--- config.mk ---
export PLATFORM = sky130hd
export DESIGN_NAME = sm_addsub
export DESIGN_NICKNAME = d
export VERILOG_FILES = /design/src/rtl/sm_arith_pkg.sv /design/src/rtl/sm_operand_prep.sv /design/src/rtl/sm_mag_order.sv /design/src/rtl/sm_mag_alu.sv /design/src/rtl/sm_addsub.sv
export SDC_FILE = /design/constraint.sdc
export NUM_CORES = 1
export LEC_CHECK = 0
export BUFFER_PORTS_ARGS = -buffer_cell sky130_fd_sc_hd__buf_2
export CORE_AREA = 10 10 47 49
export DETAILED_ROUTE_END_ITERATION = 6
export DIE_AREA = 0 0 57 59
export GPL_ROUTABILITY_DRIVEN = 0
export PLACE_DENSITY_LB_ADDON = 0.2
export SLEW_MARGIN = 10
export SYNTH_ARGS = -nofsm -noshare
export SYNTH_HDL_FRONTEND = slang
export SYNTH_SLANG_ARGS = --single-unit
--- constraint.sdc ---
create_clock -name vclk -period 4.9
set_input_delay 0.735 -clock vclk [all_inputs]
set_output_delay 0.735 -clock vclk [all_outputs]
set_load 0.05 [all_outputs]
--- src/rtl/sm_arith_pkg.sv ---
// Package: shared types for the sign-and-magnitude arithmetic unit.
// Assumes: nothing beyond the consumers agreeing on the path encoding.
package sm_arith_pkg;

    // Selects which magnitude operation the common path performs.
    typedef enum logic {
        PATH_SUM  = 1'b0,   // effective signs agree: add magnitudes
        PATH_DIFF = 1'b1    // effective signs differ: subtract magnitudes
    } sm_path_e;

endpackage

--- src/rtl/sm_operand_prep.sv ---
// Module: sm_operand_prep
// Splits both operands into sign and magnitude, inverts the sign of the
// second operand for a subtraction, and picks the magnitude path.
// Assumes: W >= 2; inputs are sign-and-magnitude with the sign in bit W-1.
module sm_operand_prep
    import sm_arith_pkg::*;
#(
    parameter int W = 4
) (
    input  logic [W-1:0] opa,
    input  logic [W-1:0] opb,
    input  logic         op_sub,
    output logic         a_neg,
    output logic         b_neg_eff,
    output logic [W-2:0] a_mag,
    output logic [W-2:0] b_mag,
    output sm_path_e     path
);

    // Field split and sign inversion for subtraction.
    always_comb begin
        a_neg     = opa[W-1];
        b_neg_eff = opb[W-1] ^ op_sub;
        a_mag     = opa[W-2:0];
        b_mag     = opb[W-2:0];
    end

    // Path choice from the effective signs.
    always_comb begin
        path = (a_neg == b_neg_eff) ? PATH_SUM : PATH_DIFF;
    end

endmodule

--- src/rtl/sm_mag_order.sv ---
// Module: sm_mag_order
// Compares two magnitudes and routes the larger to the first output,
// carrying with it the sign of the operand it came from.
// Assumes: magnitudes are unsigned; on a tie the first operand is chosen.
module sm_mag_order #(
    parameter int MW = 3
) (
    input  logic [MW-1:0] a_mag,
    input  logic [MW-1:0] b_mag,
    input  logic          a_neg,
    input  logic          b_neg,
    output logic [MW-1:0] big_mag,
    output logic [MW-1:0] small_mag,
    output logic          big_neg
);

    logic a_ge_b;

    // Magnitude comparison deciding the swap.
    always_comb begin
        a_ge_b = (a_mag >= b_mag);
    end

    // Swap network: larger magnitude first, with its sign.
    always_comb begin
        if (a_ge_b) begin
            big_mag   = a_mag;
            small_mag = b_mag;
            big_neg   = a_neg;
        end else begin
            big_mag   = b_mag;
            small_mag = a_mag;
            big_neg   = b_neg;
        end
    end

endmodule

--- src/rtl/sm_mag_alu.sv ---
// Module: sm_mag_alu
// Ripple-carry unsigned magnitude adder/subtracter. Subtraction uses the
// inverted subtrahend with a carry-in of one.
// Assumes: for a subtraction the caller has ordered x >= y.
module sm_mag_alu #(
    parameter int MW = 3
) (
    input  logic [MW-1:0] x,
    input  logic [MW-1:0] y,
    input  logic          do_sub,
    output logic [MW-1:0] sum,
    output logic          carry_out
);

    logic [MW-1:0] y_eff;
    logic [MW:0]   c;

    // Operand conditioning: invert y and inject carry for subtraction.
    always_comb begin
        y_eff = do_sub ? ~y : y;
        c[0]  = do_sub;
    end

    // One full-adder cell per magnitude bit.
    genvar i;
    generate
        for (i = 0; i < MW; i++) begin : g_cell
            always_comb begin
                sum[i]  = x[i] ^ y_eff[i] ^ c[i];
                c[i+1]  = (x[i] & y_eff[i]) | (c[i] & (x[i] ^ y_eff[i]));
            end
        end
    endgenerate

    // Carry out of the top cell.
    always_comb begin
        carry_out = c[MW];
    end

    // An ordered subtraction never borrows.
    always_comb begin
        if (do_sub) begin
            a_r4_no_borrow: assert (carry_out == 1'b1)
                else $error("ordered magnitude subtraction borrowed");
        end
    end

endmodule

--- src/rtl/sm_addsub.sv ---
// Module: sm_addsub (top)
// Combinational sign-and-magnitude adder-subtracter with overflow flag.
// Assumes: N >= 2; no clock, no state, result settles within the cycle.
module sm_addsub
    import sm_arith_pkg::*;
#(
    parameter int N = 4
) (
    input  logic [N-1:0] opa,
    input  logic [N-1:0] opb,
    input  logic         op_sub,
    output logic [N-1:0] res,
    output logic         res_ovf
);

    localparam int MW = N - 1;

    logic          a_neg;
    logic          b_neg_eff;
    logic [MW-1:0] a_mag;
    logic [MW-1:0] b_mag;
    sm_path_e      path;
    logic [MW-1:0] big_mag;
    logic [MW-1:0] small_mag;
    logic          big_neg;
    logic [MW-1:0] mag_out;
    logic          carry;
    logic          sign_raw;

    sm_operand_prep #(.W(N)) u_prep (
        .opa       (opa),
        .opb       (opb),
        .op_sub    (op_sub),
        .a_neg     (a_neg),
        .b_neg_eff (b_neg_eff),
        .a_mag     (a_mag),
        .b_mag     (b_mag),
        .path      (path)
    );

    sm_mag_order #(.MW(MW)) u_order (
        .a_mag     (a_mag),
        .b_mag     (b_mag),
        .a_neg     (a_neg),
        .b_neg     (b_neg_eff),
        .big_mag   (big_mag),
        .small_mag (small_mag),
        .big_neg   (big_neg)
    );

    sm_mag_alu #(.MW(MW)) u_alu (
        .x         (big_mag),
        .y         (small_mag),
        .do_sub    (path == PATH_DIFF),
        .sum       (mag_out),
        .carry_out (carry)
    );

    // Sign selection: shared sign on a sum, larger operand's sign on a difference.
    always_comb begin
        sign_raw = (path == PATH_SUM) ? a_neg : big_neg;
    end

    // Result assembly with zero forced positive and overflow.
    always_comb begin
        res     = {(sign_raw && (mag_out != '0)), mag_out};
        res_ovf = (path == PATH_SUM) && carry;
    end

    // Guards on the assembled result.
    always_comb begin
        // negative zero never leaves the block.
        a_r6_no_neg_zero: assert (res != {1'b1, {MW{1'b0}}})
            else $error("negative zero on result");
        // differing effective signs cannot overflow.
        if (opa[N-1] != (opb[N-1] ^ op_sub)) begin
            a_r8_no_ovf_on_diff: assert (!res_ovf)
                else $error("overflow flagged on a difference");
            // a difference never exceeds the larger input magnitude.
            a_r4_diff_bounded: assert ((res[MW-1:0] <= opa[MW-1:0]) || (res[MW-1:0] <= opb[MW-1:0]))
                else $error("difference larger than both inputs");
        end else if (!res_ovf) begin
            // a same-sign sum that fits is no smaller than either input.
            a_r2_sum_grows: assert ((res[MW-1:0] >= opa[MW-1:0]) && (res[MW-1:0] >= opb[MW-1:0]))
                else $error("same-sign sum shrank without overflow");
        end
    end

endmodule

==> summary.txt, run 1 <==
Run status
  • Status: finished, final reports clean

Worst setup path
  • Crit path kind: primary input to output pin
  • CP Data Arrival Time: roughly 3.3 ns
  • CP Max Fanout: 9
  • CP Capture Type: output pin
  • WP data required: 4.16 ns
  • Worst Setup SP: opa[0]
  • Startpoint Class: primary input

GRT
  • Vias in the first global route: 263
  • Tot GR Track Use: about 3.6%
  • Largest net degree at the start of global routing: 10
  • Global-route wire length before repair: 1060 um
  • Total gr overflow: 0
  • Initial antenna violation count: 0

Pwr
  • Final Power: 124 uW
  • Pwr Density: 357 mW/mm^2
  • Static Leak: 0.184 nW
  • Peak supply drop: 0.138 mV

Yosys
  • Mean Syn Cell Area: about 8.6 sq um
  • Synth unique cells: 17
  • Register area share after synthesis: 0%
  • Syn Nets: 44
  • Mapped cell area: 258 sq um
  • Gate Count Post-Synth: 30
  • Ys Warns: 0

Worst hold path
  • Worst Hold Depth: 4
  • Hold WC Path Type: primary input to output pin
  • Hold Path Origin: opa[3]

Detailed routing
  • Antenna violation net count after detailed routing: 0
  • First-pass DRT Iterations: 2
  • Vias per std cell: 4.15
  • Met1 WL: 283 um
  • Routed WL: 602 um
  • DRC violations left: 0
  • Initial drt markers: 2
  • DR WL met3: approximately 80 um
  • Routed len/inst: 10.0 um
  • Met2 WL: roughly 240 um
  • Vias: 249
  • Top Layer Used: met3

Finish
  • Syn-to-layout area delta: 35.0%
  • Fin cells: 60
  • Final core occ: around a quarter
  • Commonest non-fill, non-tap cell in the layout: buf_2
  • Commonest non-fill, non-tap cells in the layout: buf_2, inv_1, nand2_1, mux2i_1, ha_1
  • Clock buf count: 0
  • Seq Cell Count: 0
  • Register area: 0 sq um
  • Share of cells above drive strength 1: 40.9%
  • Total Nets Final: 60
  • N_diodes: 0

STA
  • Post-layout min period: 4.02 ns
  • Setup_tns: 0 ns
  • Pins Over Slew Limit: 0
  • Slew headroom: 78.4%
  • Final Setup Violations: 0
  • Unrepaired setup endpoints after global routing: no
  • Fin crit share: between 80% and 90%
  • Final hold violation count: 0
  • Worst-Margin Slew: 0.322 ns
  • Fmax: 0.248 GHz

Placed design
  • DPL Wire Length: around 570 um
  • IO buf count: 14
  • Post-Place Cells: 60

Floorplan
  • DIE AREA: 0.00336 sq mm
  • Core ar.: 0.00140 sq mm
  • Row cnt: 14
  • Die Width: between 50 and 60 um
  • Ports: 14
  • Initial Util: 18.4%
  • Die Y: 59 um

Run
  • Max Cap Viol: 0

Clock network
  • Hold_buf cts: 0
  • Setup Buffers After CTS: 0
  • PostCTS Resize Cnt: 0
-- metal layers --
layer / up-vias / global-route usage, %
met2: 11 / 5.74
met5: - / 0
met1: 108 / 4.49
li1: 130 / -
met4: 0 / 0
met3: 0 / 1.72
-- synth_stat cells --
library cell	n	share of area (%)
o21ai_1	2	3.9
xor2_2	1	6.3
nor2_2	1	2.4
nor3_1	1	1.9
o21ai_4	1	6.3
and2_1	1	2.4
nor2_1	1	1.5
ha_1	3	15
xnor2_2	1	6.3
a21oi_1	2	3.9
fa_1	2	16
xor2_1	2	6.8
nor2b_1	1	2.4
inv_1	4	5.8
a221o_1	1	3.9
mux2i_1	3	12
nand2_1	3	4.4
-- power breakdown --
part	switching [mW]	internal, mW	leakage, nW
clock network	0	0	0
logic	0.0905	0.0338	0.184
registers	0	0	0
-- critical path: stages --
cell	delay [ns]
buf_2	0.10
inv_1	0.04
ha_1	0.30
nor2b_1	0.08
o21ai_4	0.28
mux2i_1	0.25
xor2_1	0.11
fa_1	0.42
fa_1	0.51
nor2_1	0.05
a21oi_1	0.13
buf_2	0.27
-- worst paths after layout --
kind  slack (ns)  endpoint
max         0.88    res[3]
min         1.97    res[3]
-- layout make-up --
cell class	count	area, sq um
Fill cell	170	1050
Inverter	4	15.0
Multi-Input combinational cell	26	243
Tap cell	16	20.0
Timing Repair Buffer	14	70.1
-- stage by stage --
step | worst slack (ns) | hold slack, ns | area, sq um
6_report | 0.876 | 1.97 | 348
5_1_grt | 0.669 | 1.99 | 348
4_1_cts | 0.830 | 1.98 | 348
3_5_place_dp | 0.834 | 1.98 | 348
3_3_place_gp | 0.839 | 1.99 | 348
2_1_floorplan | 0.337 | 1.79 | 258
-- cell families (layout without fill, tap and decap cells) --
group,Yosys count,in the layout,share of synthesized area [%]
buf+inv,4,18,5.82
compound gates,6,6,18.0
xor+xnor,4,4,19.4
mux,3,3,11.7
fa+ha+maj,5,5,30.1
simple gates,8,8,15.0
No activity file was read; power rests on OpenSTA's default activity.
==> run 2, diff against run 1 <==
==> constraint.sdc (replaced) <==
create_clock -name vclk -period 4
set_input_delay 0.6 -clock vclk [all_inputs]
set_output_delay 0.6 -clock vclk [all_outputs]
set_load 0.05 [all_outputs]
==> summary.txt, run 2 (same netlist as run 1, synthesis figures left out) <==
Placed design
  • Post-Place Cells: 61 (+1.7%)
  • DPL Wire Length: 582 um (+1.9%)
  • Dpl cell area: 367 sq um (+5.4%)
  • Worst slack, placed: 0.229 ns (-0.606 ns)
  • IO buf count: 14 (unchanged)

GRT
  • Total gr overflow: 0 (unchanged)
  • Vias in the first global route: 245 (-6.8%)
  • Global-route wire length before repair: 1000 um (-5.8%)
  • Tot GR Track Use: 3.41% (-0.17 points)
  • Initial antenna violation count: 0 (unchanged)
  • Largest net degree at the start of global routing: 10 (unchanged)

Finish
  • Total Nets Final: 61 (+1.7%)
  • Share of cells above drive strength 1: 44.4% (+3.5 points)
  • Seq Cell Count: 0 (unchanged)
  • Final instance area: 367 sq um (+5.4%)
  • Fin cells: 61 (+1.7%)
  • Commonest non-fill, non-tap cell in the layout: buf_2
  • Final core occ: 26.2% (+1.3 points)
  • Syn-to-layout area delta: 42.2%
  • Commonest non-fill, non-tap cells in the layout: buf_2, inv_1, nand2_1, mux2i_1, ha_1
  • Clock buf count: 0 (unchanged)
  • Register area: 0 sq um (unchanged)
  • N_diodes: 0 (unchanged)

STA
  • Final Setup Violations: 0 (unchanged)
  • Pins Over Slew Limit: 0 (unchanged)
  • Slew headroom: 79.0% (+0.54 points)
  • Unrepaired setup endpoints after global routing: no
  • Final hold violation count: 0 (unchanged)
  • Worst-Margin Slew: 0.314 ns (-0.00813 ns)
  • Setup ws final: 0.257 ns (-0.618 ns)
  • Fin crit share: roughly 94%
  • Post-layout min period: 3.74 ns
  • Setup_tns: 0 ns (unchanged)
  • Fmax: 0.267 GHz
  • Hold_ws: 1.78 ns (-0.191 ns)

Detailed routing
  • Vias per std cell: 4.03 (-2.8%)
  • Routed WL: 619 um (+2.8%)
  • Vias: 246 (-1.2%)
  • DRC violations left: 0 (unchanged)
  • Initial drt markers: 1 (-1)
  • First-pass DRT Iterations: 2 (unchanged)
  • Routed len/inst: 10.1 um (+1.1%)
  • Antenna violation net count after detailed routing: 0 (unchanged)

Worst setup path
  • CP Data Arrival Time: 3.14 ns (-0.15 ns)
  • CP Max Fanout: 9 (unchanged)
  • WP data required: 3.40 ns (-0.76 ns)
  • Crit path kind: primary input to output pin
  • Critical Path Slowest Stage Cell: fa_1
  • Delay of the slowest critical-path stage: 0.51 ns (about the same)
  • CP Capture Type: output pin
  • CP cell instances: buf_2 -> inv_1 -> ha_1 -> nor2b_1 -> o21ai_4 -> mux2i_1 -> xor2_1 -> fa_1 -> fa_1 -> nor2_1 -> a21oi_4 -> buf_2
  • Buffers and inverters on the worst path: 3 (unchanged)
  • Crit-path leading delay family: adder cells
  • Startpoint Class: primary input

Pwr
  • Pwr Density: 440 mW/mm^2 (+23%)
  • Peak supply drop: 0.209 mV (+51%)
  • Static Leak: 0.191 nW (+3.5%)
  • Final Power: 161 uW (+30%)

Floorplan
  • Row cnt: 14 (unchanged)
  • Die Width: 57 um (unchanged)
  • Die Y: 59 um (unchanged)
  • DIE AREA: 0.00336 sq mm (unchanged)
  • Initial Util: 18.4% (unchanged)
  • Ports: 14 (unchanged)
  • Core ar.: 0.00140 sq mm (unchanged)

Clock network
  • Setup Buffers After CTS: 0 (unchanged)
  • PostCTS Resize Cnt: 0 (unchanged)
  • Hold_buf cts: 0 (unchanged)

Run status
  • Status: finished, final reports clean

Run
  • Max Cap Viol: 0 (unchanged)

Worst hold path
  • Hold WC Path Type: primary input to output pin
## run 2: cell count changes in the layout (fill, tap and decap cells not counted)
cell / change
a21oi_1: -1
a21oi_4: +1
buf_4: +1
## run 2: final cells by class
class,instances,area (sq um)
fill,173,1030
inverter,4,15.0
multi-input combinational,26,254
tap,16,20.0
timing repair buffer,15,77.6
## run 2: final timing paths
check,startpoint,to,slack [ns],cells past startpoint
setup / recovery,opa[0],res[3],0.26,12
hold / removal,opa[3],res[3],1.78,4
## run 2: metal layers
layer / up-vias / track usage [%] / part of all wire, %
met1: 106 / 3.55 / 40
met2: 7 / 6.67 / 51
li1: 133 / - / -
met3: 0 / 1.29 / 8.4
met4: 0 / 0 / 0
met5: - / 0 / 0
## run 2: where the power goes
part           total, mW  switching (mW)  internal (mW)
logic              0.161           0.116         0.0454
registers              0               0              0
clock network          0               0              0
total              0.161           0.116         0.0454
==> run 3, diff against run 2 <==
--- a/config.mk
+++ b/config.mk
@@ -5,6 +5,7 @@
 export SDC_FILE = /design/constraint.sdc
 export NUM_CORES = 1
 export LEC_CHECK = 0
+export ABC_AREA = 1
 export BUFFER_PORTS_ARGS = -buffer_cell sky130_fd_sc_hd__buf_2
 export CORE_AREA = 10 10 47 49
 export DETAILED_ROUTE_END_ITERATION = 6
==> constraint.sdc (replaced) <==
create_clock -name vclk -period 4.6
set_input_delay 0.69 -clock vclk [all_inputs]
set_output_delay 0.69 -clock vclk [all_outputs]
set_load 0.05 [all_outputs]
==> summary.txt, run 3 <==
Worst setup path
  • Crit path kind: primary input to output pin
  • CP Data Arrival Time: 3.32 ns (+0.18 ns)
  • WP data required: 3.91 ns (+0.51 ns)
  • Critical Path Slowest Stage Cell: fa_1
  • CP Capture Type: output pin
  • CP Max Fanout: 11 (+2)
  • CP cell instances: buf_2 -> inv_1 -> ha_1 -> inv_1 -> nand2_1 -> nand2_2 -> nand2_2 -> nand2_1 -> o21ai_0 -> fa_1 -> fa_1 -> or3_1 -> nand2_1 -> nor2_2 -> buf_2
  • Startpoint Class: primary input
  • Delay of the slowest critical-path stage: 0.46 ns (-0.05 ns)
  • Crit-path leading delay family: adder cells
  • Most numerous cell on the critical path: nand2_1
  • Buffers and inverters on the worst path: 4 (+1)

STA
  • Slew headroom: 82.0% (+3.0 points)
  • Fmax: 0.249 GHz
  • Setup_tns: 0 ns (unchanged)
  • Final hold violation count: 0 (unchanged)
  • Post-layout min period: 4.01 ns
  • Unrepaired setup endpoints after global routing: no
  • Worst-Margin Slew: 0.267 ns (-0.0464 ns)
  • Fin crit share: 87.2%
  • Final Setup Violations: 0 (unchanged)
  • Pins Over Slew Limit: 0 (unchanged)

GRT
  • Vias in the first global route: 361 (+47%)
  • Met2 Resource Use GR: 8.37% (+1.7 points)
  • Largest net degree at the start of global routing: 12 (+2)
  • Met1 usage: 6.16% (+2.6 points)
  • Initial antenna violation count: 0 (unchanged)
  • Tot GR Track Use: 4.79% (+1.4 points)
  • Total gr overflow: 0 (unchanged)
  • Gr busiest metal: met2
  • Global-route wire length before repair: 1460 um (+46%)
  • Met3 usage: 1.07% (-0.21 points)

Yosys
  • Syn Nets: 73 (+66%)
  • Mean Syn Cell Area: 5.73 sq um (-33%)
  • Mapped cell area: 338 sq um (+31%)
  • Gate Count Post-Synth: 59 (+97%)
  • Ys Warns: 0 (unchanged)
  • Synth unique cells: 13 (-4)
  • Synth area leaders: nand2_1, nand3_1, fa_1
  • Register area share after synthesis: 0% (unchanged)
  • Area leader, netlist: nand2_1
  • Area share of the largest cell type after synthesis: 23.3% (+7.8 points)
  • Top cells by count, synth: nand2_1, nand3_1, inv_1
  • Most frequent cell after synthesis: nand2_1

Detailed routing
  • Routed len/inst: 9.49 um (-6.5%)
  • Antenna violation net count after detailed routing: 0 (unchanged)
  • DRC violations left: 0 (unchanged)
  • Initial drt markers: 8 (+7)
  • Routed WL: 835 um (+35%)
  • Vias: 389 (+58%)
  • First-pass DRT Iterations: 4 (+2)
  • Vias per std cell: 4.42 (+9.6%)

Finish
  • Commonest non-fill, non-tap cells in the layout: nand2_1, buf_2, nand3_1, inv_1, ha_1
  • Clock buf count: 0 (unchanged)
  • Register area: 0 sq um (unchanged)
  • Total Nets Final: 88 (+44%)
  • Share of cells above drive strength 1: 26.4% (-18 points)
  • Final instance area: 419 sq um (+14%)
  • N_diodes: 0 (unchanged)
  • Commonest non-fill, non-tap cell in the layout: nand2_1
  • Syn-to-layout area delta: 24.1%
  • Seq Cell Count: 0 (unchanged)

Floorplan
  • Ports: 14 (unchanged)
  • DIE AREA: 0.00336 sq mm (unchanged)
  • Initial Util: 24.1% (+5.7 points)
  • Die Width: 57 um (unchanged)
  • Core ar.: 0.00140 sq mm (unchanged)
  • Die Y: 59 um (unchanged)
  • Row cnt: 14 (unchanged)

Pwr
  • Final Power: 121 uW (-25%)
  • Pwr Density: 289 mW/mm^2 (-34%)
  • Peak supply drop: 0.215 mV (+3.1%)
  • Static Leak: 0.251 nW (+31%)

Worst hold path
  • Worst Hold Depth: 4 (unchanged)
  • Worst Hold Endpoint: res[0]
  • Hold Path Origin: opb[0]
  • Hold WC Path Type: primary input to output pin

Placed design
  • DPL Wire Length: 766 um (+31%)
  • IO buf count: 14 (unchanged)
  • Dpl cell area: 419 sq um (+14%)

Clock network
  • Hold_buf cts: 0 (unchanged)
  • Setup Buffers After CTS: 0 (unchanged)
  • PostCTS Resize Cnt: 0 (unchanged)

Run status
  • Status: finished, final reports clean

Run
  • Max Cap Viol: 0 (unchanged)
[run 3: layout make-up]
type / instances / area (sq um)
tap: 16 / 20.0
multi-input combinational: 49 / 295
timing repair buffer: 14 / 70.1
fill: 173 / 982
inverter: 9 / 33.8
[run 3: how the worst max path moves through the flow]
stage / to / from / cells past startpoint / slack (ns)
after floorplan: res[3] / opa[0] / 14 / 0.1
after global placement: res[3] / opb[2] / 13 / 0.59
after detailed placement: res[3] / opa[0] / 15 / 0.55
after CTS: res[3] / opa[0] / 15 / 0.56
after global routing: res[3] / opb[2] / 16 / 0.38
final: res[3] / opa[0] / 15 / 0.59
[run 3: per-stage QoR]
stage | utilization, % | std cells | hold WS, ns | setup slack (ns)
floorplan | - | 59 | 1.67 | 0.0972
global placement | 29.9 | 88 | 1.86 | 0.590
detailed placement | 29.9 | 88 | 1.86 | 0.551
CTS | 29.9 | 88 | 1.86 | 0.559
global route | 29.9 | 88 | 1.90 | 0.376
finish | 29.9 | 88 | 1.86 | 0.589
[run 3: worst min-delay path: cells and delay by family]
| family | cells | cell delay, ns |
|---|---|---|
| fa+ha+maj | 1 | 0.12 |
| buf+inv | 3 | 0.36 |
[run 3: logic make-up after synthesis]
kind of cell | Yosys count | share of synthesized area [%]
buf+inv | 10 | 13.3
simple gates | 40 | 53.3
compound gates | 4 | 10.4
fa+ha+maj | 5 | 23.0
[run 3: metal layers]
layer  vias up  part of all wire, %
met1       164                   53
met5         -                    0
met2         8                   41
li1        217                    -
met3         0                  5.6
met4         0                    0
[run 3: where the power goes]
| part | leakage [nW] | switching [mW] | internal (mW) |
|---|---|---|---|
| Combinational | 0.251 | 0.0885 | 0.0324 |
| Clock | 0 | 0 | 0 |
| Sequential | 0 | 0 | 0 |
